--- src/rtl/rtc_cal_pkg.sv ---
package rtc_cal_pkg;

    typedef enum logic [2:0] {
        CS_IDLE,
        CS_SEC,
        CS_MIN,
        CS_HOUR,
        CS_DAY,
        CS_MONTH,
        CS_YEAR,
        CS_MATCH
    } cal_state_e;

    localparam logic [2:0] SEL_TIME  = 3'd0;
    localparam logic [2:0] SEL_DATE  = 3'd1;
    localparam logic [2:0] SEL_ALM_A = 3'd2;
    localparam logic [2:0] SEL_ALM_B = 3'd3;
    localparam logic [2:0] SEL_WAKE  = 3'd4;
    localparam logic [2:0] SEL_CTRL  = 3'd5;

    localparam int N_ALARM = 2;

    // Alarm word: first member is the most significant bit
    typedef struct packed {
        logic       mask_day;
        logic       wd_sel;
        logic [5:0] day;
        logic       mask_hour;
        logic       pm;
        logic [5:0] hour;
        logic       mask_min;
        logic [6:0] min;
        logic       mask_sec;
        logic [6:0] sec;
    } alarm_t;

    // Add one to a two-digit BCD value (no wrap handling)
    function automatic logic [7:0] bcd_inc8(input logic [7:0] v);
        return (v[3:0] == 4'd9) ? {v[7:4] + 4'd1, 4'd0} : {v[7:4], v[3:0] + 4'd1};
    endfunction

    // Last day of a BCD month for a two-digit BCD year
    function automatic logic [5:0] month_days(input logic [4:0] mon, input logic [7:0] yr);
        logic [7:0] ybin;
        logic       leap;
        ybin = 8'(yr[7:4]) * 8'd10 + 8'(yr[3:0]);
        leap = (ybin[1:0] == 2'b00);
        case (mon)
            5'h02:                      return leap ? 6'h29 : 6'h28;
            5'h04, 5'h06, 5'h09, 5'h11: return 6'h30;
            default:                    return 6'h31;
        endcase
    endfunction

endpackage

--- src/rtl/cal_subsec.sv ---
module cal_subsec #(
    parameter int DIV = 256,
    parameter int W   = 8
) (
    input  logic         clk,
    input  logic         rst_n,
    input  logic         tick,
    input  logic         clear,
    output logic [W-1:0] count,
    output logic         carry
);

    logic [W-1:0] cnt_q;

    assign carry = tick && (cnt_q == W'(DIV - 1));
    assign count = cnt_q;

    always_ff @(posedge clk or negedge rst_n) begin
        if (!rst_n) begin
            cnt_q <= '0;
        end else if (clear) begin
            cnt_q <= '0;
        end else if (tick) begin
            cnt_q <= carry ? '0 : cnt_q + W'(1);
        end
    end

endmodule

--- src/rtl/cal_alarm.sv ---
module cal_alarm
    import rtc_cal_pkg::*;
(
    input  logic        clk,
    input  logic        rst_n,
    input  logic        load,
    input  logic [31:0] word,
    input  logic        enable,
    input  logic        h12,
    input  logic        check,
    input  logic [6:0]  sec,
    input  logic [6:0]  min,
    input  logic [5:0]  hour,
    input  logic        pm,
    input  logic [5:0]  date,
    input  logic [2:0]  wday,
    output logic        hit
);

    alarm_t cfg_q;
    logic   sec_ok, min_ok, hour_ok, day_ok;
    logic   hit_q;

    always_comb begin
        sec_ok  = cfg_q.mask_sec  || (cfg_q.sec == sec);
        min_ok  = cfg_q.mask_min  || (cfg_q.min == min);
        hour_ok = cfg_q.mask_hour || ((cfg_q.hour == hour) && (!h12 || (cfg_q.pm == pm)));
        day_ok  = cfg_q.mask_day  ||
                  (cfg_q.wd_sel ? (cfg_q.day[2:0] == wday) : (cfg_q.day == date));
    end

    always_ff @(posedge clk or negedge rst_n) begin
        if (!rst_n) begin
            cfg_q <= '0;
            hit_q <= 1'b0;
        end else begin
            if (load) begin
                cfg_q <= alarm_t'(word);
            end
            hit_q <= check && enable && sec_ok && min_ok && hour_ok && day_ok;
        end
    end

    assign hit = hit_q;

endmodule

--- src/rtl/cal_wakeup.sv ---
module cal_wakeup #(
    parameter int W = 17
) (
    input  logic         clk,
    input  logic         rst_n,
    input  logic         load,
    input  logic [W:0]   word,
    input  logic         tick,
    output logic         evt,
    output logic [W-1:0] count,
    output logic [W-1:0] reload
);

    logic [W-1:0] reload_q, cnt_q;
    logic         en_q, evt_q;

    always_ff @(posedge clk or negedge rst_n) begin
        if (!rst_n) begin
            reload_q <= '0;
            cnt_q    <= '0;
            en_q     <= 1'b0;
            evt_q    <= 1'b0;
        end else if (load) begin
            reload_q <= word[W-1:0];
            cnt_q    <= word[W-1:0];
            en_q     <= word[W];
            evt_q    <= 1'b0;
        end else begin
            evt_q <= 1'b0;
            if (en_q && tick) begin
                if (cnt_q == '0) begin
                    evt_q <= 1'b1;
                    cnt_q <= reload_q;
                end else begin
                    cnt_q <= cnt_q - W'(1);
                end
            end
        end
    end

    assign evt    = evt_q;
    assign count  = cnt_q;
    assign reload = reload_q;

endmodule

--- src/rtl/rtc_calendar.sv ---
module rtc_calendar
    import rtc_cal_pkg::*;
#(
    parameter int SUB_DIV = 256,
    parameter int WAKE_W  = 17,
    parameter int SS_W    = (SUB_DIV > 1) ? $clog2(SUB_DIV) : 1
) (
    input  logic              clk,
    input  logic              rst_n,
    input  logic              tick_in,
    input  logic              cfg_wr,
    input  logic [2:0]        cfg_sel,
    input  logic [31:0]       cfg_wdata,
    input  logic              ts_in,
    output logic [31:0]       cur_time,
    output logic [31:0]       cur_date,
    output logic [SS_W-1:0]   cur_subsec,
    output logic [31:0]       ts_time,
    output logic [31:0]       ts_date,
    output logic [SS_W-1:0]   ts_subsec,
    output logic [N_ALARM-1:0] alarm_evt,
    output logic              wake_evt
);

    cal_state_e state_q, state_d;

    logic [6:0] sec_q, min_q;
    logic [5:0] hour_q;
    logic       pm_q;
    logic [5:0] date_q;
    logic [4:0] mon_q;
    logic [7:0] year_q;
    logic [2:0] wday_q;
    logic       h12_q;
    logic [N_ALARM-1:0] alm_en_q;

    logic wr_time, wr_date, wr_ctrl, wr_wake;
    logic [N_ALARM-1:0] alm_load;
    logic sec_carry;
    logic [SS_W-1:0] subsec;
    logic [7:0] sec_inc, min_inc, hour_inc, date_inc, mon_inc, year_inc;
    logic [5:0] mdays;
    logic [2:0] wday_nx;
    logic [WAKE_W-1:0] wk_cnt, wk_reload;
    logic hour_step, match_step;

    assign wr_time     = cfg_wr && (cfg_sel == SEL_TIME);
    assign wr_date     = cfg_wr && (cfg_sel == SEL_DATE);
    assign wr_ctrl     = cfg_wr && (cfg_sel == SEL_CTRL);
    assign wr_wake     = cfg_wr && (cfg_sel == SEL_WAKE);
    assign alm_load[0] = cfg_wr && (cfg_sel == SEL_ALM_A);
    assign alm_load[1] = cfg_wr && (cfg_sel == SEL_ALM_B);
    assign hour_step   = (state_q == CS_HOUR);
    assign match_step  = (state_q == CS_MATCH);

    cal_subsec #(.DIV(SUB_DIV), .W(SS_W)) u_sub (
        .clk   (clk),
        .rst_n (rst_n),
        .tick  (tick_in),
        .clear (wr_time),
        .count (subsec),
        .carry (sec_carry)
    );

    always_comb begin
        sec_inc  = bcd_inc8({1'b0, sec_q});
        min_inc  = bcd_inc8({1'b0, min_q});
        hour_inc = bcd_inc8({2'b0, hour_q});
        date_inc = bcd_inc8({2'b0, date_q});
        mon_inc  = bcd_inc8({3'b0, mon_q});
        year_inc = bcd_inc8(year_q);
        mdays    = month_days(mon_q, year_q);
        wday_nx  = (wday_q == 3'd7) ? 3'd1 : wday_q + 3'd1;
    end

    // Next-state logic of the carry ripple
    always_comb begin
        state_d = state_q;
        if (wr_time || wr_date) begin
            state_d = CS_IDLE;
        end else begin
            unique case (state_q)
                CS_IDLE:  if (sec_carry) state_d = CS_SEC;
                CS_SEC:   state_d = (sec_q == 7'h59) ? CS_MIN : CS_MATCH;
                CS_MIN:   state_d = (min_q == 7'h59) ? CS_HOUR : CS_MATCH;
                CS_HOUR: begin
                    if (h12_q) state_d = (hour_q == 6'h11 && pm_q) ? CS_DAY : CS_MATCH;
                    else       state_d = (hour_q == 6'h23) ? CS_DAY : CS_MATCH;
                end
                CS_DAY:   state_d = (date_q == mdays) ? CS_MONTH : CS_MATCH;
                CS_MONTH: state_d = (mon_q == 5'h12) ? CS_YEAR : CS_MATCH;
                CS_YEAR:  state_d = CS_MATCH;
                CS_MATCH: state_d = CS_IDLE;
                default:  state_d = CS_IDLE;
            endcase
        end
    end

    always_ff @(posedge clk or negedge rst_n) begin
        if (!rst_n) state_q <= CS_IDLE;
        else        state_q <= state_d;
    end

    // Calendar field registers, one field per ripple state
    always_ff @(posedge clk or negedge rst_n) begin
        if (!rst_n) begin
            sec_q  <= 7'h00;
            min_q  <= 7'h00;
            hour_q <= 6'h00;
            pm_q   <= 1'b0;
            date_q <= 6'h01;
            mon_q  <= 5'h01;
            year_q <= 8'h00;
            wday_q <= 3'd1;
        end else if (wr_time) begin
            sec_q  <= cfg_wdata[6:0];
            min_q  <= cfg_wdata[14:8];
            hour_q <= cfg_wdata[21:16];
            pm_q   <= cfg_wdata[22] & h12_q;
        end else if (wr_date) begin
            date_q <= cfg_wdata[5:0];
            mon_q  <= cfg_wdata[12:8];
            year_q <= cfg_wdata[23:16];
            wday_q <= cfg_wdata[26:24];
        end else begin
            unique case (state_q)
                CS_SEC: sec_q <= (sec_q == 7'h59) ? 7'h00 : sec_inc[6:0];
                CS_MIN: min_q <= (min_q == 7'h59) ? 7'h00 : min_inc[6:0];
                CS_HOUR: begin
                    if (h12_q) begin
                        if (hour_q == 6'h12) begin
                            hour_q <= 6'h01;
                        end else if (hour_q == 6'h11) begin
                            hour_q <= 6'h12;
                            pm_q   <= ~pm_q;
                        end else begin
                            hour_q <= hour_inc[5:0];
                        end
                    end else begin
                        hour_q <= (hour_q == 6'h23) ? 6'h00 : hour_inc[5:0];
                    end
                end
                CS_DAY: begin
                    wday_q <= wday_nx;
                    date_q <= (date_q == mdays) ? 6'h01 : date_inc[5:0];
                end
                CS_MONTH: mon_q  <= (mon_q == 5'h12) ? 5'h01 : mon_inc[4:0];
                CS_YEAR:  year_q <= (year_q == 8'h99) ? 8'h00 : year_inc;
                default: ;
            endcase
        end
    end

    always_ff @(posedge clk or negedge rst_n) begin
        if (!rst_n) begin
            h12_q    <= 1'b0;
            alm_en_q <= '0;
        end else if (wr_ctrl) begin
            h12_q    <= cfg_wdata[0];
            alm_en_q <= cfg_wdata[N_ALARM:1];
        end
    end

    // Output packing
    always_comb begin
        cur_time   = {9'd0, pm_q, hour_q, 1'b0, min_q, 1'b0, sec_q};
        cur_date   = {5'd0, wday_q, year_q, 3'd0, mon_q, 2'd0, date_q};
        cur_subsec = subsec;
    end

    always_ff @(posedge clk or negedge rst_n) begin
        if (!rst_n) begin
            ts_time   <= '0;
            ts_date   <= '0;
            ts_subsec <= '0;
        end else if (ts_in) begin
            ts_time   <= cur_time;
            ts_date   <= cur_date;
            ts_subsec <= subsec;
        end
    end

    for (genvar g = 0; g < N_ALARM; g++) begin : g_alarm
        cal_alarm u_alm (
            .clk    (clk),
            .rst_n  (rst_n),
            .load   (alm_load[g]),
            .word   (cfg_wdata),
            .enable (alm_en_q[g]),
            .h12    (h12_q),
            .check  (match_step),
            .sec    (sec_q),
            .min    (min_q),
            .hour   (hour_q),
            .pm     (pm_q),
            .date   (date_q),
            .wday   (wday_q),
            .hit    (alarm_evt[g])
        );
    end

    cal_wakeup #(.W(WAKE_W)) u_wake (
        .clk    (clk),
        .rst_n  (rst_n),
        .load   (wr_wake),
        .word   (cfg_wdata[WAKE_W:0]),
        .tick   (tick_in),
        .evt    (wake_evt),
        .count  (wk_cnt),
        .reload (wk_reload)
    );

endmodule

--- config.mk ---
export PLATFORM = sky130hd
export DESIGN_NAME = rtc_calendar
export DESIGN_NICKNAME = d
export VERILOG_FILES = /design/src/rtl/rtc_cal_pkg.sv /design/src/rtl/cal_subsec.sv /design/src/rtl/cal_alarm.sv /design/src/rtl/cal_wakeup.sv /design/src/rtl/rtc_calendar.sv
export SDC_FILE = /design/constraint.sdc
export NUM_CORES = 1
export LEC_CHECK = 0
export BUFFER_PORTS_ARGS = -buffer_cell sky130_fd_sc_hd__buf_2
export CORE_MARGIN = 10
export CORE_UTILIZATION = 50
export CTS_BUF_LIST = sky130_fd_sc_hd__clkbuf_4
export DETAILED_ROUTE_END_ITERATION = 7
export PLACE_DENSITY = 0.75
export SLEW_MARGIN = 20
export SYNTH_ARGS = -nofsm -noshare
export SYNTH_HDL_FRONTEND = slang
export SYNTH_SLANG_ARGS = --single-unit
export TNS_END_PERCENT = 100
--- constraint.sdc ---
create_clock -name clk -period 2.5 [get_ports clk]
set_clock_uncertainty 0.05 [all_clocks]
set_input_delay 0.5 -clock clk [delete_from_list [all_inputs] [get_ports clk]]
set_output_delay 0.5 -clock clk [all_outputs]
set_load 0.01 [all_outputs]
==> impl_metrics.yaml, run 1 <==
finish:
  layout_common_cells: "207 x dfrtp_1, 143 x buf_2, 116 x mux2_2"
  final_layout_size_suffix_gt1_share_pct: 33.46
  seqCellArea_um2: 5259
  area_delta_synth_final_pct: 16.88
  layout_commonest_cell: "dfrtp_1"
  multiInputGateArea_um2: 5455
  fillers: 1862
  nets: 1312
floorplan:
  fp.dieW_um: 169.4
  dieHeight_um: 169.4
  core-area_um2: 21890
  die-area_um2: 28700
  initial_utilization_pct: 50.98
  rows: 54
  boundaryPins: 187
sta:
  fin_crit_ns: 2.384
  setup_viol: 0
  report.final.slew_viol_count: 0
  hold_slack_ns: 0.05033
  final.setup.tns_ns: 0
  rsz0062_at_grt: "yes"
  fin_crit_sh_pct: 95.34
  clock.fmax_mhz: 419.6
  tightest_slew_ns: 0.6279
  slew_headroom_pct: 58.05
  hold_viol_final: 0
setup_path:
  r2r_cells: 10
  path_class: "reg -> reg"
  crit_chain: "inv_1 -> ha_1 -> or3b_4 -> nor4_4 -> buf_4 -> buf_4 -> nand4b_2 -> o211a_1 -> o21ai_1 -> a31oi_1"
  cp.required_ns: 3.00
  cp_max_fo: 5
  worst_ep_arrival_time_ns: 2.88
  max_stage_delay_ns: 0.41
  cp_slowest_cell: "or3b_4"
  crit_top_cell: "buf_4"
  critPathLaunchType: "flop"
  endpoint_kind: "flop"
detailed_routing:
  viasPerCell: 5.646
  detail_route.first_pass.iterations: 5
  dr.first_iter.drc_count: 591
  ant_nets: 0
  drc: 0
  vias: 8876
  wl_um: 29420
  avgRoutedWirePerCell_um: 18.72
cts:
  clock-sinks: 210
  cts_root_buf: "clkbuf_4"
  clkLatencyLatePin_ns: 0.69
  path_clk_slew_ns: 0.07
  cts_buffers: 56
  clockBufferDepth: 3
  htreeDepth: 2
  cts_tree: "done"
logic_synthesis:
  netlist_area_um2: 11160
  synth_warnings: 0
  synth.distinct_cells: 84
  synth.avg_cell_area_um2: 10.53
  seq_area_frac_synth_pct: 47.12
  syn_inst: 1060
  async_flop_share_pct: 100.0
  synth-seq-cells: 210
  synthFlopType: "dfrtp_1"
  synth_edf_count: 0
hold_path:
  min_path_cells: 2
  hp-class: "in -> reg"
place:
  place.gp.congestion: 0.8792
  dp_hpwl_um: 21100
  io_buffers: 144
global_routing:
  grt_pass1_wl_um: 47800
  grt_overflow: 0
  antenna_found_initial: 1
  grt_pass1_vias: 9065
  grt_usage_pct: 20.14
  grt_max_degree: 58
power_and_ir_drop:
  leakage_nw: 5.940
  ir_drop_v: 0.0005977
  power_density_nw_per_um2: 1028
flow_run:
  maxCapViolCount: 0
run_status:
  status: "finished, final reports clean"
cell type report:
class                   count  share of cell area [%]
diodes                      1                 0.01918
clock buffers              82                   4.719
clock inverters            15                  0.6618
inverters                  17                  0.4892
multi-input cells         769                   41.82
flip-flops and latches    210                   40.31
well taps                 280                   2.686
repair buffers            198                   9.294
worst max-delay path: cells and delay by family, from the launching register on:
kind	cells	cell delay [ns]
flip-flops	1	0.40
adder cells (fa/ha/maj)	1	0.17
buffers and inverters	3	0.40
AND/OR/NAND/NOR	3	0.78
AO/OA/AOI/OAI	3	0.48
routing by layer:
layer / global-route usage (%) / vias to the layer above / share of wire (%)
li1: - / 4120 / -
met1: 26.64 / 4377 / 44
met2: 31.50 / 327 / 46
met3: 5.558 / 52 / 8.1
met4: 6.266 / 0 / 2.0
met5: 0 / - / 0
cells in the mapped netlist, types with 7 or more instances:
cell / number / area share (%)
buf_4: 45 / 3.0
nor2_1: 68 / 2.3
nor2b_1: 10 / 0.56
nand2_1: 105 / 3.5
buf_1: 13 / 0.44
nor3_1: 29 / 1.3
buf_2: 10 / 0.45
o21ai_0: 44 / 2.0
nand2b_1: 10 / 0.56
inv_1: 16 / 0.54
o21ai_1: 21 / 0.94
dfrtp_1: 207 / 46
a21oi_1: 45 / 2.0
xor2_1: 30 / 2.4
clkbuf_1: 37 / 1.2
mux2_2: 116 / 12
ha_1: 20 / 2.2
nand3_1: 20 / 0.90
nand4_1: 11 / 0.62
nor4_1: 12 / 0.67
o211ai_1: 10 / 0.67
nor3b_1: 7 / 0.47
xnor2_1: 39 / 3.1
where the power goes:
part	internal (mW)	switching, mW	total, mW	leakage [nW]
clock	1.60	1.42	3.02	0.420
sequential	4.45	1.25	5.70	2.54
combinational	2.29	2.40	4.69	2.98
path summary, 6_finish.rpt:
| check | slack, ns | startpoint | end |
|---|---|---|---|
| worst max-delay path | 0.12 | u_wake.count[0]$_DFFE_PN0P_ | u_wake.count[11]$_DFFE_PN0P_ |
| worst min-delay path | 0.05 | cfg_wdata[23] | g_alarm[1].u_alm.cfg_q[23]$_DFFE_PN0P_ |
| worst max register to register | 0.12 | u_wake.count[0]$_DFFE_PN0P_ | u_wake.count[11]$_DFFE_PN0P_ |
| worst min register to register | 0.42 | u_wake.reload[1]$_DFFE_PN0P_ | u_wake.reload[1]$_DFFE_PN0P_ |
| max in group asynchronous | 1.35 | rst_n | mon_q[0]$_DFFE_PN1P_ |
| min in group asynchronous | 0.26 | rst_n | hour_q[1]$_DFFE_PN0P_ |
stage by stage:
step / power, mW / instance area, um2 / cells / setup slack (ns) / util [%]
global placement: 10.25 / 12260 / 1466 / 0.1463 / 56.00
floorplan: 8.595 / 11310 / 1101 / 0.3042 / -
CTS: 13.52 / 13020 / 1569 / 0.05747 / 59.48
global route: 14.39 / 13050 / 1572 / -0.01542 / 59.59
finish: 13.41 / 13050 / 1572 / 0.1165 / 59.59
detailed placement: 10.43 / 12260 / 1466 / 0.05042 / 56.00
kinds of logic (layout without fill, tap and decap cells):
| family | after synthesis | in the layout | synth area share [%] |
|---|---|---|---|
| other cells | 1 | 43 | 0.03360 |
| flops | 210 | 210 | 47.12 |
| simple gates | 321 | 321 | 15.37 |
| xor+xnor | 69 | 69 | 5.415 |
| buf+inv | 122 | 312 | 5.729 |
| fa+ha+maj | 20 | 20 | 2.242 |
| mux | 126 | 126 | 12.65 |
| compound gates | 191 | 191 | 11.45 |
sequential cells by signal, indices dropped and copies added (netlist names):
register / flops
g_alarm.u_alm.cfg_q: 64
wday_q: 3
g_alarm.u_alm.hit: 2
mon_q: 5
alm_en_q: 2
u_sub.count: 8
ts_date: 22
u_wake.evt: 1
min_q: 7
pm_q: 1
ts_time: 21
ts_subsec: 8
h12_q: 1
u_wake.en_q: 1
date_q: 6
hour_q: 6
u_wake.count: 17
sec_q: 7
year_q: 8
state_q: 3
u_wake.reload: 17
repair_timing:
action	CTS	global route
endpoints found under the setup margin	0	11
buffers inserted	0	2
gates resized for setup	0	4
hold endpoints to repair	44	0
hold buffers	6	0
No activity file was read; power rests on OpenSTA's default activity.
==> run 2, diff against run 1 <==
CORE_UTILIZATION = 35   (was 50)
PLACE_DENSITY = 0.57   (was 0.75)
SYNTH_HIERARCHICAL = 1   (was default)
==> run 2 against run 1 <==
Effect of this change:
- total power is 5.1% higher
- synthesized area decreased by 0.18%
- critical path type unchanged
- clock-buffer cell count rose by 14
- highest routed layer unchanged
- sequential power rose by 5.8%
- largest cell class unchanged
- global-route usage decreased by 5.0 points
- largest power group unchanged
- sequential cell count unchanged
==> impl_metrics.yaml, run 2 <==
run_status:
  status: "finished, final reports clean"
finish:
  largest_reg_flops: 64
  nets: 1260
  fillers: 3049
  layout_commonest_cell: "dfrtp_1"
  final_layout_size_suffix_gt1_share_pct: 35.15
  area_delta_synth_final_pct: 18.32
  largest_register: "g_alarm.u_alm/cfg_q"
  fin_area_um2: 13180
  layout_common_cells: "207 x dfrtp_1, 143 x buf_2, 136 x mux2_2"
  top_regs: "g_alarm.u_alm/cfg_q x64, ts_date x22, ts_time x21"
global_routing:
  antenna_found_initial: 1
  grt_max_degree: 72
  grt_pass1_wl_um: 47750
  grt_pass1_vias: 8480
  grt_usage_pct: 15.11
  grt_overflow: 0
place:
  post_dp_cell_area_um2: 12290
  place.gp.congestion: 0.8815
  io_buffers: 144
  dp_hpwl_um: 21990
detailed_routing:
  wl_um: 30480
  detail_route.first_pass.iterations: 5
  viasPerCell: 5.192
  ant_nets: 0
  avgRoutedWirePerCell_um: 18.48
  vias: 8561
  dr.first_iter.drc_count: 501
  drc: 0
setup_path:
  reg2reg_from: "u_wake/count[0]$_DFFE_PN0P_"
  cp_slowest_cell: "nor4b_1"
  cp_max_fo: 6
  path_class: "reg -> reg"
  critPathLaunchType: "flop"
  endpoint_kind: "flop"
  cp.required_ns: 3.02
  r2r_cells: 6
  r2r_end: "u_wake/count[0]$_DFFE_PN0P_"
  max_stage_delay_ns: 0.51
  crit_chain: "inv_1 -> ha_1 -> nor4b_1 -> and4_1 -> a21oi_1 -> o311ai_1"
  worst_ep_arrival_time_ns: 2.76
  r2r_slack_ns: 0.26
sta:
  slew_headroom_pct: 55.37
  fin_crit_sh_pct: 89.53
  fin_crit_ns: 2.238
  clock.fmax_mhz: 446.8
  setup_viol: 0
  final.setup.tns_ns: 0
  hold_viol_final: 0
  tightest_slew_ns: 0.6694
  report.final.slew_viol_count: 0
  rsz0062_at_grt: "no"
cts:
  cts_resized: 0
  cts_buffers: 59
  clock-sinks: 210
  path_clk_slew_ns: 0.06
  cts_root_buf: "clkbuf_4"
  htreeDepth: 2
  clockBufferDepth: 3
  clkLatencyLatePin_ns: 0.71
  cts_tree: "done"
floorplan:
  dieHeight_um: 198.4
  fp.dieW_um: 198.4
  core-area_um2: 31470
  boundaryPins: 187
  initial_utilization_pct: 35.40
  die-area_um2: 39370
  rows: 65
hold_path:
  hp-class: "in -> reg"
  hold_end: "year_q[2]$_DFFE_PN0P_"
  min_path_cells: 3
  min_from: "cfg_wdata[18]"
logic_synthesis:
  synth-seq-cells: 210
  synth_top_area_share_pct: 46.50
  synthFlopType: "dfrtp_1"
  syn_inst: 1000
  synth_edf_count: 0
  netlist_area_um2: 11140
  synth.top_cells.by_count: "207 x dfrtp_1, 136 x mux2_2, 54 x nand2_1, 53 x xor2_1, 50 x o21ai_0"
  seq_area_frac_synth_pct: 47.20
  yosysMostFrequentCell: "dfrtp_1"
  async_flop_share_pct: 100.0
  synth.avg_cell_area_um2: 11.14
  synth_area_leader_cell: "dfrtp_1"
  synth_warnings: 6
  synth_area_leaders: "dfrtp_1 46%, mux2_2 14%, xor2_1 4.2%, buf_4 3.0%, ha_1 2.4%"
  synth.distinct_cells: 81
power_and_ir_drop:
  p_switching_mw: 5.414
  power_density_nw_per_um2: 1069
  ir_drop_v: 0.0003845
  power_frac_comb_pct: 34.5
  power.share.clock_pct: 22.6
  seq_power_share_pct: 42.8
  leakage_nw: 5.959
  power_mw: 14.09
  p_int_mw: 8.679
  switching_share_pct: 38.42
flow_run:
  maxCapViolCount: 0
==> run 2: final cells by class <==
cell class,count,area (um2),share of cell area (%)
clock inverter,12,46.29,0.3512
multi-input combinational,716,5374,40.77
inverter,22,82.58,0.6265
tap,402,503.0,3.816
antenna,1,2.502,0.01898
timing repair buffer,190,1194,9.055
sequential,210,5259,39.90
clock buffer,96,720.7,5.467
==> run 2: critical path, delay by kind of cell, from the launching register on <==
kind | cells | cell delay [ns]
AO/OA/AOI/OAI | 2 | 0.41
flip-flops | 1 | 0.42
AND/OR/NAND/NOR | 2 | 0.97
buffers and inverters | 1 | 0.12
adder cells (fa/ha/maj) | 1 | 0.15
==> run 2: cells by family (layout without fill, tap and decap cells) <==
logic type / count (synthesis) / after routing / synth area share [%]
fa+ha+maj: 21 / 21 / 2.358
buf+inv: 115 / 320 / 5.941
simple gates: 239 / 239 / 12.59
other cells: 1 / 43 / 0.03366
mux: 147 / 147 / 14.74
flops: 210 / 210 / 47.20
xor+xnor: 77 / 77 / 6.053
compound gates: 190 / 190 / 11.09
==> run 2: what timing repair did <==
action	4_1_cts	5_1_grt
buffers inserted	0	0
hold buffers	12	0
hold endpoints to repair	230	0
==> run 2: through the flow <==
| step | hold slack [ns] | util (%) | cells | worst slack (ns) |
|---|---|---|---|---|
| floorplan | 0.1544 | - | 1041 | 0.4321 |
| global placement | 0.3234 | 39.05 | 1528 | 0.1970 |
| detailed placement | 0.3255 | 39.05 | 1528 | 0.1854 |
| CTS | 0.001231 | 41.87 | 1648 | 0.2680 |
| global route | 0.01002 | 41.88 | 1649 | 0.08683 |
| finish | 0.08135 | 41.88 | 1649 | 0.2617 |
==> run 2: per-layer routing <==
layer	track usage [%]	vias up	routed length, um	share of wire, %
met3	3.616	39	2125	7.0
li1	-	3989	-	-
met5	0	-	0	0
met1	20.19	4251	13830	45
met4	4.238	0	472	1.5
met2	23.88	282	14050	46
==> run 2: how the worst max path moves through the flow <==
stage	startpoint	to	slack, ns	cells after the start
3_5_place_dp	cfg_sel[1]	hour_q[3]$_DFFE_PN0P_	0.19	6
4_1_cts	u_wake/count[0]$_DFFE_PN0P_	u_wake/count[0]$_DFFE_PN0P_	0.27	6
5_1_grt	u_wake/count[0]$_DFFE_PN0P_	u_wake/count[0]$_DFFE_PN0P_	0.09	6
3_3_place_gp	cfg_sel[1]	hour_q[3]$_DFFE_PN0P_	0.20	6
6_report	u_wake/count[0]$_DFFE_PN0P_	u_wake/count[0]$_DFFE_PN0P_	0.26	6
2_1_floorplan	cfg_sel[1]	u_sub/count[7]$_DFFE_PN0P_	0.43	8
==> run 2: power groups by stage <==
stage / registers (mW) / clock network [mW] / logic (mW)
floorplan: 5.92 / 0 / 3.19
global placement: 6.07 / 0 / 4.82
detailed placement: 6.11 / 0 / 4.89
CTS: 6.06 / 3.34 / 4.93
global route: 6.26 / 3.52 / 5.44
finish: 6.03 / 3.19 / 4.87
==> run 3, diff against run 2 <==
CELL_PAD_IN_SITES_DETAIL_PLACEMENT = 0   (was default)
CELL_PAD_IN_SITES_GLOBAL_PLACEMENT = 1   (was default)
PLACE_DENSITY = 0.68   (was 0.57)
==> run 3 against run 2 <==
Effect of this change:
- combinational power is 2% higher
- total power is 0.27% lower
- die area stayed put
- sequential share of layout area is 0.28 points lower
- design area is 0.70% higher
- routed wire length is 2.8% higher
- cell count is 0.85% higher
- non-clock buffer count is 18 higher
- setup slack worse by 0.058 ns
- hold slack worse by 0.0090 ns
- core utilization is 0.29 points higher
- register-to-register slack worse by 0.06 ns
- critical path type unchanged
- largest power group unchanged
- highest routed layer unchanged
==> impl_metrics.yaml, run 3 (same netlist as run 2, synthesis figures left out) <==
sta:
  fin_crit_sh_pct: 91.86
  rsz0062_at_grt: "no"
  tightest_slew_ns: 0.6033
  fin_crit_ns: 2.297
  setup_viol: 0
  report.final.slew_viol_count: 0
  hold_viol_final: 0
  clock.fmax_mhz: 435.4
  final.setup.tns_ns: 0
  slew_headroom_pct: 59.41
global_routing:
  grt_pass1_wl_um: 49510
  grt_overflow: 0
  grt_usage_pct: 15.78
  antenna_found_initial: 1
  grt_max_degree: 66
  grt_pass1_vias: 8757
run_status:
  status: "finished, final reports clean"
finish:
  top_regs: "g_alarm.u_alm/cfg_q x64, ts_date x22, ts_time x21"
  layout_commonest_cell: "dfrtp_1"
  final_layout_size_suffix_gt1_share_pct: 35.00
  largest_reg_flops: 64
  fin_util_pct: 42.17
  largest_register: "g_alarm.u_alm/cfg_q"
  area_delta_synth_final_pct: 19.15
  nets: 1278
  layout_common_cells: "207 x dfrtp_1, 143 x buf_2, 136 x mux2_2"
setup_path:
  worst_ep_arrival_time_ns: 2.89
  r2r_slack_ns: 0.20
  cp.required_ns: 3.09
  r2r_cells: 8
  reg2reg_from: "hour_q[4]$_DFFE_PN0P_"
  r2r_end: "hour_q[3]$_DFFE_PN0P_"
  endpoint_kind: "flop"
  path_class: "reg -> reg"
  critPathLaunchType: "flop"
  cp_max_fo: 9
detailed_routing:
  avgRoutedWirePerCell_um: 18.85
  dr.first_iter.drc_count: 408
  detail_route.first_pass.iterations: 5
  viasPerCell: 5.128
  vias: 8528
  drc: 0
  ant_nets: 0
  wl_um: 31340
place:
  place.gp.congestion: 0.7853
  dp_hpwl_um: 22680
  io_buffers: 144
floorplan:
  rows: 65
  fp.dieW_um: 198.4
  die-area_um2: 39370
  initial_utilization_pct: 35.40
  dieHeight_um: 198.4
  boundaryPins: 187
  core-area_um2: 31470
power_and_ir_drop:
  ir_drop_v: 0.0003826
  leakage_nw: 6.001
  power_density_nw_per_um2: 1059
cts:
  clock-sinks: 210
  htreeDepth: 2
  cts_tree: "done"
  post_cts_buffers: 0
  cts_buffers: 59
  cts_root_buf: "clkbuf_4"
  clkLatencyLatePin_ns: 0.73
  clockBufferDepth: 3
  path_clk_slew_ns: 0.06
hold_path:
  hp-class: "in -> reg"
  hold_end: "min_q[3]$_DFFE_PN0P_"
  min_path_cells: 3
  min_from: "cfg_wdata[11]"
flow_run:
  maxCapViolCount: 0
==> run 3: layout make-up <==
class,count,area (um2)
inverter,22,82.58
clock buffer,86,645.6
multi-input combinational,716,5374
fill,3098,18200
sequential,210,5259
clock inverter,18,78.83
tap,402,503.0
antenna,1,2.502
timing repair buffer,208,1329
==> run 3: worst max path at each step <==
stage                          startpoint                    endpoint  depth (start not counted)
global placement               cfg_sel[1]       hour_q[2]$_DFFE_PN0P_                          6
finish              hour_q[4]$_DFFE_PN0P_       hour_q[3]$_DFFE_PN0P_                          8
detailed placement             cfg_sel[1]       hour_q[3]$_DFFE_PN0P_                          6
global route        hour_q[4]$_DFFE_PN0P_       hour_q[3]$_DFFE_PN0P_                          8
floorplan                      cfg_sel[1]  u_sub/count[7]$_DFFE_PN0P_                          8
CTS                 hour_q[4]$_DFFE_PN0P_       hour_q[3]$_DFFE_PN0P_                          8
==> run 3: power breakdown <==
group	switching, mW	internal, mW
Combinational	2.52	2.47
Sequential	1.48	4.54
Clock	1.48	1.57
Total	5.48	8.58
==> run 3: critical path, cell delays in order, from the launching register on <==
cell and delay [ns]:
dfrtp_1 0.60, inv_1 0.12, ha_1 0.22, nand4b_1 0.11, nor3_1 0.11, a2111o_1 0.45
o21bai_1 0.19, nor3b_1 0.23, a221o_1 0.14
==> run 3: metrics by stage <==
| stage | power [mW] | cell area, um2 | hold slack [ns] | cells | setup WS, ns |
|---|---|---|---|---|---|
| 2_1_floorplan | 9.104 | 11290 | 0.1544 | 1041 | 0.4321 |
| 3_3_place_gp | 11.01 | 12380 | 0.4335 | 1541 | 0.1583 |
| 3_5_place_dp | 11.11 | 12380 | 0.4402 | 1541 | 0.1242 |
| 4_1_cts | 14.28 | 13270 | 0.003519 | 1662 | 0.1930 |
| 5_1_grt | 15.23 | 13270 | 0.01343 | 1663 | 0.04590 |
| 6_report | 14.05 | 13270 | 0.07234 | 1663 | 0.2034 |
==> run 3: what timing repair did <==
| item | 4_1_cts | 5_1_grt |
|---|---|---|
| resized for setup | 0 | 0 |
| hold endpoints to repair | 90 | 0 |
| hold buffers | 17 | 0 |
| endpoints found under the setup margin | 0 | 0 |
==> run 3: routing by layer <==
metal	up-vias	global-route usage (%)	routed length, um
met5	-	0	0
met4	0	4.436	537
met3	45	3.667	1793
met2	190	25.13	14560
met1	4275	20.98	14450
li1	4018	-	-
